**src/rtl/xn_prefetch_queue.sv**
```systemverilog
module xn_prefetch_queue #(
  parameter int          DEPTH    = 4,
  parameter int          DW       = 32,
  parameter logic [31:0] RESET_PC = 32'h0000_0000
) (
  input  logic          clk,
  input  logic          rst_n,
  output logic          fetch_req_valid,
  input  logic          fetch_req_ready,
  output logic [31:0]   fetch_req_addr,
  input  logic          fetch_rsp_valid,
  input  logic [DW-1:0] fetch_rsp_data,
  input  logic          redirect_valid,
  input  logic [31:0]   redirect_target,
  output logic          issue_valid,
  input  logic          issue_ready,
  output logic [DW-1:0] issue_insn,
  output logic [31:0]   issue_pc,
  output logic          issue_fault,
  output logic          fault_valid,
  output logic [31:0]   fault_pc
);
  localparam int PW   = (DEPTH > 1) ? $clog2(DEPTH) : 1;
  localparam int CW   = $clog2(DEPTH + 1);
  localparam int STEP = DW / 8;

  function automatic logic no_exec(input logic [31:0] a);
    return (a[31:29] == 3'b010) || (a[31:29] == 3'b111);
  endfunction

  function automatic logic [PW-1:0] wrap_inc(input logic [PW-1:0] p);
    return (p == PW'(DEPTH - 1)) ? '0 : p + 1'b1;
  endfunction

  logic [DW-1:0] insn_q [DEPTH];
  logic [31:0]   pc_q   [DEPTH];
  logic [DEPTH-1:0] xn_q;

  logic [PW-1:0] head, tail;
  logic [CW-1:0] count;
  logic [31:0]   fetch_pc, fly_pc;
  logic          outst, stale, halted;

  logic req_fire, push, pop, fault_take, outst_next;

  assign fetch_req_valid = !outst && (count != CW'(DEPTH));
  assign fetch_req_addr  = fetch_pc;
  assign req_fire        = fetch_req_valid && fetch_req_ready;
  assign push            = fetch_rsp_valid && outst && !stale && !redirect_valid;

  assign issue_valid = (count != '0) && !halted;
  assign issue_insn  = insn_q[head];
  assign issue_pc    = pc_q[head];
  assign issue_fault = xn_q[head];
  assign pop         = issue_valid && issue_ready;
  assign fault_take  = pop && issue_fault;
  assign outst_next  = (outst && !fetch_rsp_valid) || req_fire;

  always_ff @(posedge clk) begin
    if (push) begin
      insn_q[tail] <= fetch_rsp_data;
      pc_q[tail]   <= fly_pc;
      xn_q[tail]   <= no_exec(fly_pc);
    end
  end

  always_ff @(posedge clk) begin
    if (!rst_n) begin
      head        <= '0;
      tail        <= '0;
      count       <= '0;
      fetch_pc    <= RESET_PC;
      fly_pc      <= RESET_PC;
      outst       <= 1'b0;
      stale       <= 1'b0;
      halted      <= 1'b0;
      fault_valid <= 1'b0;
      fault_pc    <= '0;
    end else begin
      fault_valid <= fault_take;
      if (fault_take) fault_pc <= issue_pc;
      outst <= outst_next;
      if (req_fire) fly_pc <= fetch_pc;
      if (redirect_valid) begin
        head     <= '0;
        tail     <= '0;
        count    <= '0;
        fetch_pc <= redirect_target;
        stale    <= outst_next;
        halted   <= 1'b0;
      end else begin
        if (req_fire) fetch_pc <= fetch_pc + 32'(STEP);
        if (push) tail <= wrap_inc(tail);
        if (pop)  head <= wrap_inc(head);
        count <= count + CW'(push) - CW'(pop);
        stale <= stale && !fetch_rsp_valid;
        if (fault_take) halted <= 1'b1;
      end
    end
  end
endmodule


```
**config.mk**
```make
export PLATFORM = sky130hd
export DESIGN_NAME = xn_prefetch_queue
export DESIGN_NICKNAME = d
export VERILOG_FILES = /design/src/rtl/xn_prefetch_queue.sv
export SDC_FILE = /design/constraint.sdc
export NUM_CORES = 1
export LEC_CHECK = 0
export CORE_AREA = 2 2 191 193
export DETAILED_ROUTE_END_ITERATION = 10
export DIE_AREA = 0 0 193 195
export SLEW_MARGIN = 15
export SYNTH_ARGS = -nofsm -noshare
export SYNTH_HDL_FRONTEND = slang
export SYNTH_SLANG_ARGS = --single-unit
```
**constraint.sdc**
```tcl
create_clock -name clk -period 9.9 [get_ports clk]
set_input_delay 1.98 -clock clk [delete_from_list [all_inputs] [get_ports clk]]
set_output_delay 1.98 -clock clk [all_outputs]
set_load 0.01 [all_outputs]
```
After elaboration in Yosys (flattened, before gate mapping)
Memory sizes are Yosys's and may differ from the RTL's. A register that Yosys moved wholly into a read port is not among the register bits.
Index checks and enable logic that the tools add are counted.
Word-level totals
  input port bits: 70
  memories: 2
  bits in registers: 111
  bits in latches: 0
  output and inout bits: 132
  memory bits (writable): 256
  ROM bits: 0
  logic and storage cells: 64
Memory list
  insn_q: words 4, width 32, rd ports 1, clocked after Yosys merged registers in 1, write ports 1, RTL line 35  | logic [DW-1:0] insn_q [DEPTH];
  pc_q: words 4, width 32, rd ports 1, clocked after Yosys merged registers in 1, write ports 1, RTL line 36  | logic [31:0] pc_q [DEPTH];
Cells by class
  divide/modulo/power cells: 0
  multipliers: 0
  add/subtract/negate cells: 5
  reductions and logical operators: 21
  equal/unequal tests: 5
  shift operators: 0
  multiplexer cells: 16
  bitwise gates (word level): 1
  order comparisons: 3
Operator list (count)
  $mux 32: 2
  $add 32x3->32 const B: 1
  $mux 2: 6
  $logic_and 1x1->1: 11
  $lt 2x3->1 const B: 2
  $logic_not 1->1: 5
  $mux 1: 5
  $add 2x1->2 const B: 2
  $bwmux 4: 1
  $eq 2x2->1 const B: 2
  $add 3x1->3: 1
  $eq 3x2->1 const B: 1
  $eq 3x3->1 const B: 1
  $ne 3x3->1 const B: 1
  $reduce_bool 3->1: 1
  $sub 3x1->3: 1
  $bmux 1 s2: 1
  $demux 1 s2: 1
  $ge 2x1->1 const B: 1
  $logic_or 1x1->1: 2
  $reduce_bool 2->1: 1
  $reduce_or 2->1: 1
  $not 1->1: 1

Depth between registers and ports, before layout
Gate-level depths: netlist of the first run.
  depth in word-level cells: 5
  gate-level depth with buffers: 10
  mapped depth without buffers: 9

Worst setup path before layout of the first run
No wires, ideal clock.
  path kind: input to register
  start: in redirect_valid
  end: mem insn_q[0][0], enable pin
  data required time: 9.470 ns
  buffers on the path: 2
  arrival: 4.256 ns
  library setup time: 0.430 ns
  cell stages on the path: 4
  slack: 5.214 ns
  cell sequence: clkbuf_1 -> nor4bb_1 -> clkbuf_1 -> and2_1
On the way
  cells in the longest elaborated chain, start to end: 4
RTL lines
  start, declared: RTL line 13  | input logic redirect_valid,
  $logic_not 1->1: RTL line 49  | assign push = fetch_rsp_valid && outst && !stale && !redirect_valid;
  $logic_and 1x1->1: RTL line 49
  $mux 1: RTL line 60  | if (push) begin
  $mux 1 (not written as such): RTL line 61  | insn_q[tail] <= fetch_rsp_data;
  end, declared: RTL line 35
Every way passes these cells.

==> key figures, run 1 <==
Power and ir drop
  – P_leak: 5.98 nW
  – Clock power frac: 0.427
  – Int Pwr: 2.57 mW
  – Reg power frac: 0.526
  – Sw Ratio: 0.204
  – Peak VDD IR: 0.119 mV
  – Power Density: 181 nW/um^2
  – Switching power: 660 uW
  – Combinational power share: 0.047

Drt
  – Initial DRC Count: 487
  – Post-route ant nets: 0
  – DR WL/cell: 19.6 um
  – Number of remaining DRC errors: 0
  – Post-DR vias/cell: 5.27
  – First drt pass iteration count: 5
  – Via count: 8378
  – DRT Wirelength: 31200 um

Synthesis
  – Avg Inst Size Synth: 15.7 um^2
  – Asr flop ratio synth: 0
  – FF+latch count, synth: 369
  – Sequential cell area fraction in the yosys report: 0.707
  – Cell Area, Synth: 14100 um^2
  – Warnings from Yosys: 0
  – Top cell type's share of synthesized area: 0.552
  – Top cells by area, synth: edfxtp_1, dfxtp_1, mux4_2
  – Top cells by count, synth: edfxtp_1, dfxtp_1, nand2_1
  – Most frequent cell after synthesis: edfxtp_1
  – Ys flop type: edfxtp_1
  – Syn Inst Count: 898
  – Post-Syn Nets: 976
  – Count of cell types in the netlist: 49
  – Post-synth EDFFs: 260
  – Synth area leader: edfxtp_1

Layout
  – Core Util, Final: 0.504
  – Antenna diode count: 0
  – Share of cells above drive strength 1: 0.127
  – Area delta synth->final: 26.1%
  – Final net count: 1177

Timing
  – RSZ-0062 raised after global routing: false
  – Fin. Hold Viols: 0
  – Fin Clk Skew: 19.1 ps
  – Slew headroom: 0.313
  – Worst-margin pin slew: 1030 ps
  – Tmin final: 5080 ps
  – Final setup vio count: 0
  – F_max: 197 MHz
  – Setup_tns: 0 ps
  – Final worst-path cycle share: 0.513
  – Final count of pins violating max slew: 0

Global route
  – Largest net degree at the start of global routing: 66
  – Vias in the first global route: 8402
  – Grt total ovfl: 0
  – First-pass GRT wire length: 48300 um
  – Initial antenna violation count: 0
  – Global Route Usage Sum: 0.166

Place
  – DP HPWL: 19300 um
  – Buffers on Ports: 201
  – GPL Wtd Cong: 0.773

Critical path
  – R2R Path Start: count[1]
  – Critical Path Fanout Max: 46
  – Max incr delay on CP: 790 ps
  – WP data arrival: 3100 ps
  – WP data required: 7920 ps
  – Slowest stage cell, crit path: buf_4
  – Depth of the most critical reg-to-reg path: 9
  – Critical Path End Type: primary output
  – Reg2Reg Setup Slack: 7440 ps
  – Worst Setup Start Kind: register
  – Bufs and invs on worst path: 2
  – Reg2Reg Capture Point: count[2]
  – Crit path kind: reg -> out
  – Largest delay share family, worst path: buffers and inverters
  – Crit-path cells: buf_4 > mux4_2 > clkdlybuf4s50_1

Floorplan
  – Die ar.: 37600 um^2
  – Die Span Y: 195 um
  – Initial Util: 0.399
  – Top Ports: 202
  – Core area: 35400 um^2
  – Row cnt: 69
  – Die X: 193 um

Hold path
  – Min-Delay Startpoint: stale
  – Hold Path End: stale
  – Worst hold path class: reg -> reg
  – Worst hold path depth: 2

Run
  – Max cap viols: 0

Clock tree
  – Post-CTS Hold Buffers: 0
  – Sinks on Clock Net: 369
  – CTS tree: yes
  – Number of CTS-inserted buffers: 39
  – # Post-CTS Setup Buffers: 0
  – H-tree levels: 2
  – Longest Clk Path Bufs: 3
  – Worst-Skew Late Latency: 510 ps
  – Clock Root Buffer: clkbuf_16
  – Clk slew on worst S/H paths: 60 ps
  – Post-CTS sizing: 0

Run status
  – Status: finished, final reports clean
## power groups by stage
stage          logic (mW)  registers (mW)  clock network (mW)
3_3_place_gp        0.151            1.73                   0
3_5_place_dp        0.152            1.73                   0
4_1_cts             0.153            1.70                1.42
5_1_grt             0.165            1.70                1.48
2_1_floorplan      0.0650            1.73                   0
6_report            0.151            1.70                1.38
## cell families after synthesis
group / after synthesis / share of synthesized area
flip-flops: 369 / 0.707
AND/OR/NAND/NOR: 246 / 0.0886
AO/OA/AOI/OAI: 106 / 0.0442
multiplexers: 102 / 0.130
buffers and inverters: 58 / 0.0177
XOR/XNOR: 9 / 0.00558
adder cells (fa/ha/maj): 8 / 0.00761
## state kept, by name (all words and copies together) (netlist names), named ones only
name	count
pc_q	128
head	2
fault_valid	1
fly_pc	32
tail	2
count	3
xn_q	4
fetch_req_addr	32
insn_q	128
halted	1
outst	1
fault_pc	32
stale	1
## layout make-up
| type | instances | area, um^2 |
|---|---|---|
| fillers | 3016 | 17600 |
| flip-flops and latches | 369 | 10000 |
| multi-input cells | 471 | 3920 |
| repair buffers | 209 | 2070 |
| clock buffers | 57 | 1100 |
| well taps | 461 | 577 |
| clock inverters | 13 | 120 |
| inverters | 9 | 33.8 |
## cells in the final DEF (no fill, tap or decap), types with 3 or more instances in the layout
cell type,count
or3_1,3
and2_1,3
clkinv_2,3
o31ai_1,5
nor4b_1,3
xnor2_1,5
nor4_1,6
inv_1,8
nor3_1,11
dfxtp_1,107
nor2_1,64
nand3_1,14
or2_2,3
mux4_2,65
edfxtp_1,260
a211oi_1,8
nand4_1,13
buf_4,8
o21ai_0,29
clkbuf_16,40
or4_1,6
nor2b_1,6
clkdlybuf4s50_1,201
and4_1,8
clkinv_1,5
mux2i_1,37
nand2_1,78
and2_4,4
a31oi_1,9
clkbuf_8,4
xor2_1,4
a21oi_1,42
and3_1,10
a311oi_1,7
ha_1,7
clkbuf_1,13
nor3b_1,4
## per-stage QoR
stage	cells	setup slack (ps)	instance area, um^2	total power, mW	hold slack (ps)
5_1_grt	1589	4560	17800	3.35	505
3_5_place_dp	1519	5240	16600	1.89	459
3_3_place_gp	1519	5230	16600	1.88	441
2_1_floorplan	898	5210	14100	1.79	436
6_report	1589	4820	17800	3.23	470
4_1_cts	1589	4680	17800	3.27	468
## layer usage
| metal | vias up | GRT usage | share of wire |
|---|---|---|---|
| li1 | 3895 | - | - |
| met1 | 4168 | 0.245 | 0.47 |
| met2 | 281 | 0.253 | 0.45 |
| met3 | 34 | 0.0338 | 0.069 |
| met4 | 0 | 0.0368 | 0.014 |
| met5 | - | 0 | 0 |
## how the worst max path moves through the flow
stage / startpoint / end / slack [ps] / depth (start not counted)
finish: register / issue_pc[18] / 4820 / 3
global route: register / issue_pc[21] / 4560 / 3
CTS: register / issue_pc[19] / 4680 / 3
detailed placement: register / issue_pc[19] / 5240 / 3
global placement: register / issue_pc[21] / 5230 / 3
floorplan: redirect_valid / insn_q[0][0] / 5210 / 4
## tightest hold or removal path, delay by kind of cell, from the launching register on
family / cells / cell delay [ps]
AOI/OAI and AO/OA: 1 / 60
and+or+nand+nor: 1 / 50
DFF: 1 / 310
Note: power is estimated with default switching activity, not from simulation.
==> run 2, diff against run 1 <==
==> constraint.sdc (replaced) <==
create_clock -name clk -period 4.4 [get_ports clk]
set_input_delay 0.88 -clock clk [delete_from_list [all_inputs] [get_ports clk]]
set_output_delay 0.88 -clock clk [all_outputs]
set_load 0.01 [all_outputs]
==> key figures, run 2 (same netlist as run 1, synthesis figures left out) <==
Clock tree
  – Clk slew on worst S/H paths: 70 ps (about the same)
  – Post-CTS Hold Buffers: 0 (unchanged)
  – CTS tree: yes
  – Clock Root Buffer: clkbuf_16
  – H-tree levels: 2 (unchanged)
  – Worst-Skew Late Latency: 510 ps (about the same)
  – Number of CTS-inserted buffers: 39 (unchanged)
  – Sinks on Clock Net: 369 (unchanged)
  – # Post-CTS Setup Buffers: 0 (unchanged)
  – Post-CTS sizing: 0 (unchanged)
  – Longest Clk Path Bufs: 3 (unchanged)

Drt
  – Via count: 8396 (+0.21%)
  – Number of remaining DRC errors: 0 (unchanged)
  – Post-DR vias/cell: 5.26 (-0.29%)
  – First drt pass iteration count: 5 (unchanged)
  – DRT Wirelength: 32100 um (+3.1%)
  – Post-route ant nets: 0 (unchanged)
  – DR WL/cell: 20.1 um (+2.5%)
  – Initial DRC Count: 589 (+21%)

Power and ir drop
  – Power Density: 407 nW/um^2 (+120%)
  – P_leak: 6.04 nW (+0.93%)
  – Power, Total: 7.31 mW (+130%)
  – Peak VDD IR: 0.236 mV (+98%)

Floorplan
  – Core area: 35400 um^2 (unchanged)
  – Row cnt: 69 (unchanged)
  – Initial Util: 0.399 (unchanged)
  – Top Ports: 202 (unchanged)
  – Die Span Y: 195 um (unchanged)
  – Die X: 193 um (unchanged)
  – Die ar.: 37600 um^2 (unchanged)

Layout
  – Top flop regs: insn_q: 128 flops, pc_q: 128 flops
  – Share of cells above drive strength 1: 0.136 (+0.00879)
  – Commonest non-fill, non-tap cell in the layout: edfxtp_1
  – Antenna diode count: 0 (unchanged)
  – Core Util, Final: 0.508 (+0.00442)
  – Final net count: 1184 (+0.59%)
  – Final non-filler cell total: 1597 (+0.50%)
  – Most frequent cells in the layout: edfxtp_1, clkdlybuf4s50_1, dfxtp_1
  – Area delta synth->final: 27.2%
  – Final Cell Area: 18000 um^2 (+0.88%)

Place
  – Place WS: 1140 ps (-4100 ps)
  – DP Area: 16700 um^2 (+0.77%)
  – DP HPWL: 20000 um (+3.8%)
  – Buffers on Ports: 201 (unchanged)
  – Placed instance count: 1526 (+0.46%)
  – GPL Wtd Cong: 0.865 (+12%)

Timing
  – Worst-margin pin slew: 986 ps (-44.5 ps)
  – Setup_tns: 0 ps (unchanged)
  – Fin Clk Skew: 13.5 ps (-5.64 ps)
  – Final count of pins violating max slew: 0 (unchanged)
  – F_max: 291 MHz
  – Final worst-path cycle share: 0.782
  – RSZ-0062 raised after global routing: false
  – Final setup vio count: 0 (unchanged)
  – Tmin final: 3440 ps
  – Fin. Hold Viols: 0 (unchanged)
  – Worst setup margin: 961 ps (-3860 ps)
  – Slew headroom: 0.341 (+0.0287)
  – Hold slack: 461 ps (-8.94 ps)

Critical path
  – Depth of the most critical reg-to-reg path: 9 (unchanged)
  – R2R Path Start: count[1]
  – Crit path kind: reg -> out
  – Critical Path End Type: primary output
  – Critical Path Fanout Max: 16 (-65%)
  – Worst Setup Start Kind: register
  – WP data arrival: 2560 ps (-540 ps)
  – Critical path capture point: issue_pc[19]
  – Reg2Reg Capture Point: count[2]
  – Reg2Reg Setup Slack: 2010 ps (-5430 ps)
  – WP data required: 3520 ps (-4400 ps)

Hold path
  – Worst hold path class: reg -> reg

Run status
  – Status: finished, final reports clean

Global route
  – Initial antenna violation count: 0 (unchanged)
  – First-pass GRT wire length: 49400 um (+2.3%)
  – Vias in the first global route: 8474 (+0.86%)
  – Grt total ovfl: 0 (unchanged)
  – Global Route Usage Sum: 0.170 (+0.00443)
  – Largest net degree at the start of global routing: 47 (-29%)

Run
  – Max cap viols: 0 (unchanged)
[run 2: cell count changes in the layout (fill, tap and decap cells not counted), moves of 2 or more]
cell	before	now
buf_12	0	6
clkbuf_1	13	8
clkbuf_16	40	42
clkbuf_8	4	2
clkinv_1	5	7
clkinvlp_4	0	4
[run 2: area by class of cell]
type	instances	area [um^2]
Clock buffer	52	1110
Sequential cell	369	10000
Timing Repair Buffer	216	2200
Clock inverter	19	145
Tap cell	461	577
Multi-Input combinational cell	471	3920
Inverter	9	33.8
Fill cell	3035	17400
[run 2: critical path, stage by stage, from the launching register on]
cell and delay (ps):
dfxtp_4 570, buf_4 350, mux4_2 580, clkdlybuf4s50_1 540
[run 2: power breakdown]
group / switching, mW / internal [mW]
Clock: 1.30 / 1.84
Sequential: 0.0701 / 3.76
Combinational: 0.166 / 0.176
Total: 1.54 / 5.78
[run 2: worst min-delay path by stage]
stage / start / to / slack [ps] / depth (start not counted)
final: stale / stale / 460 / 2
after global routing: stale / stale / 490 / 2
after CTS: stale / stale / 460 / 2
after detailed placement: stale / stale / 450 / 2
after global placement: stale / stale / 450 / 2
after floorplan: stale / stale / 440 / 2
[run 2: per-layer routing]
metal / routed length [um] / share of wire / global-route usage / vias up
met2: 14400 / 0.45 / 0.259 / 258
met4: 731 / 0.023 / 0.0474 / 0
met5: 0 / 0 / 0 / -
met1: 15200 / 0.47 / 0.250 / 4182
met3: 1840 / 0.057 / 0.0320 / 48
li1: - / - / - / 3908
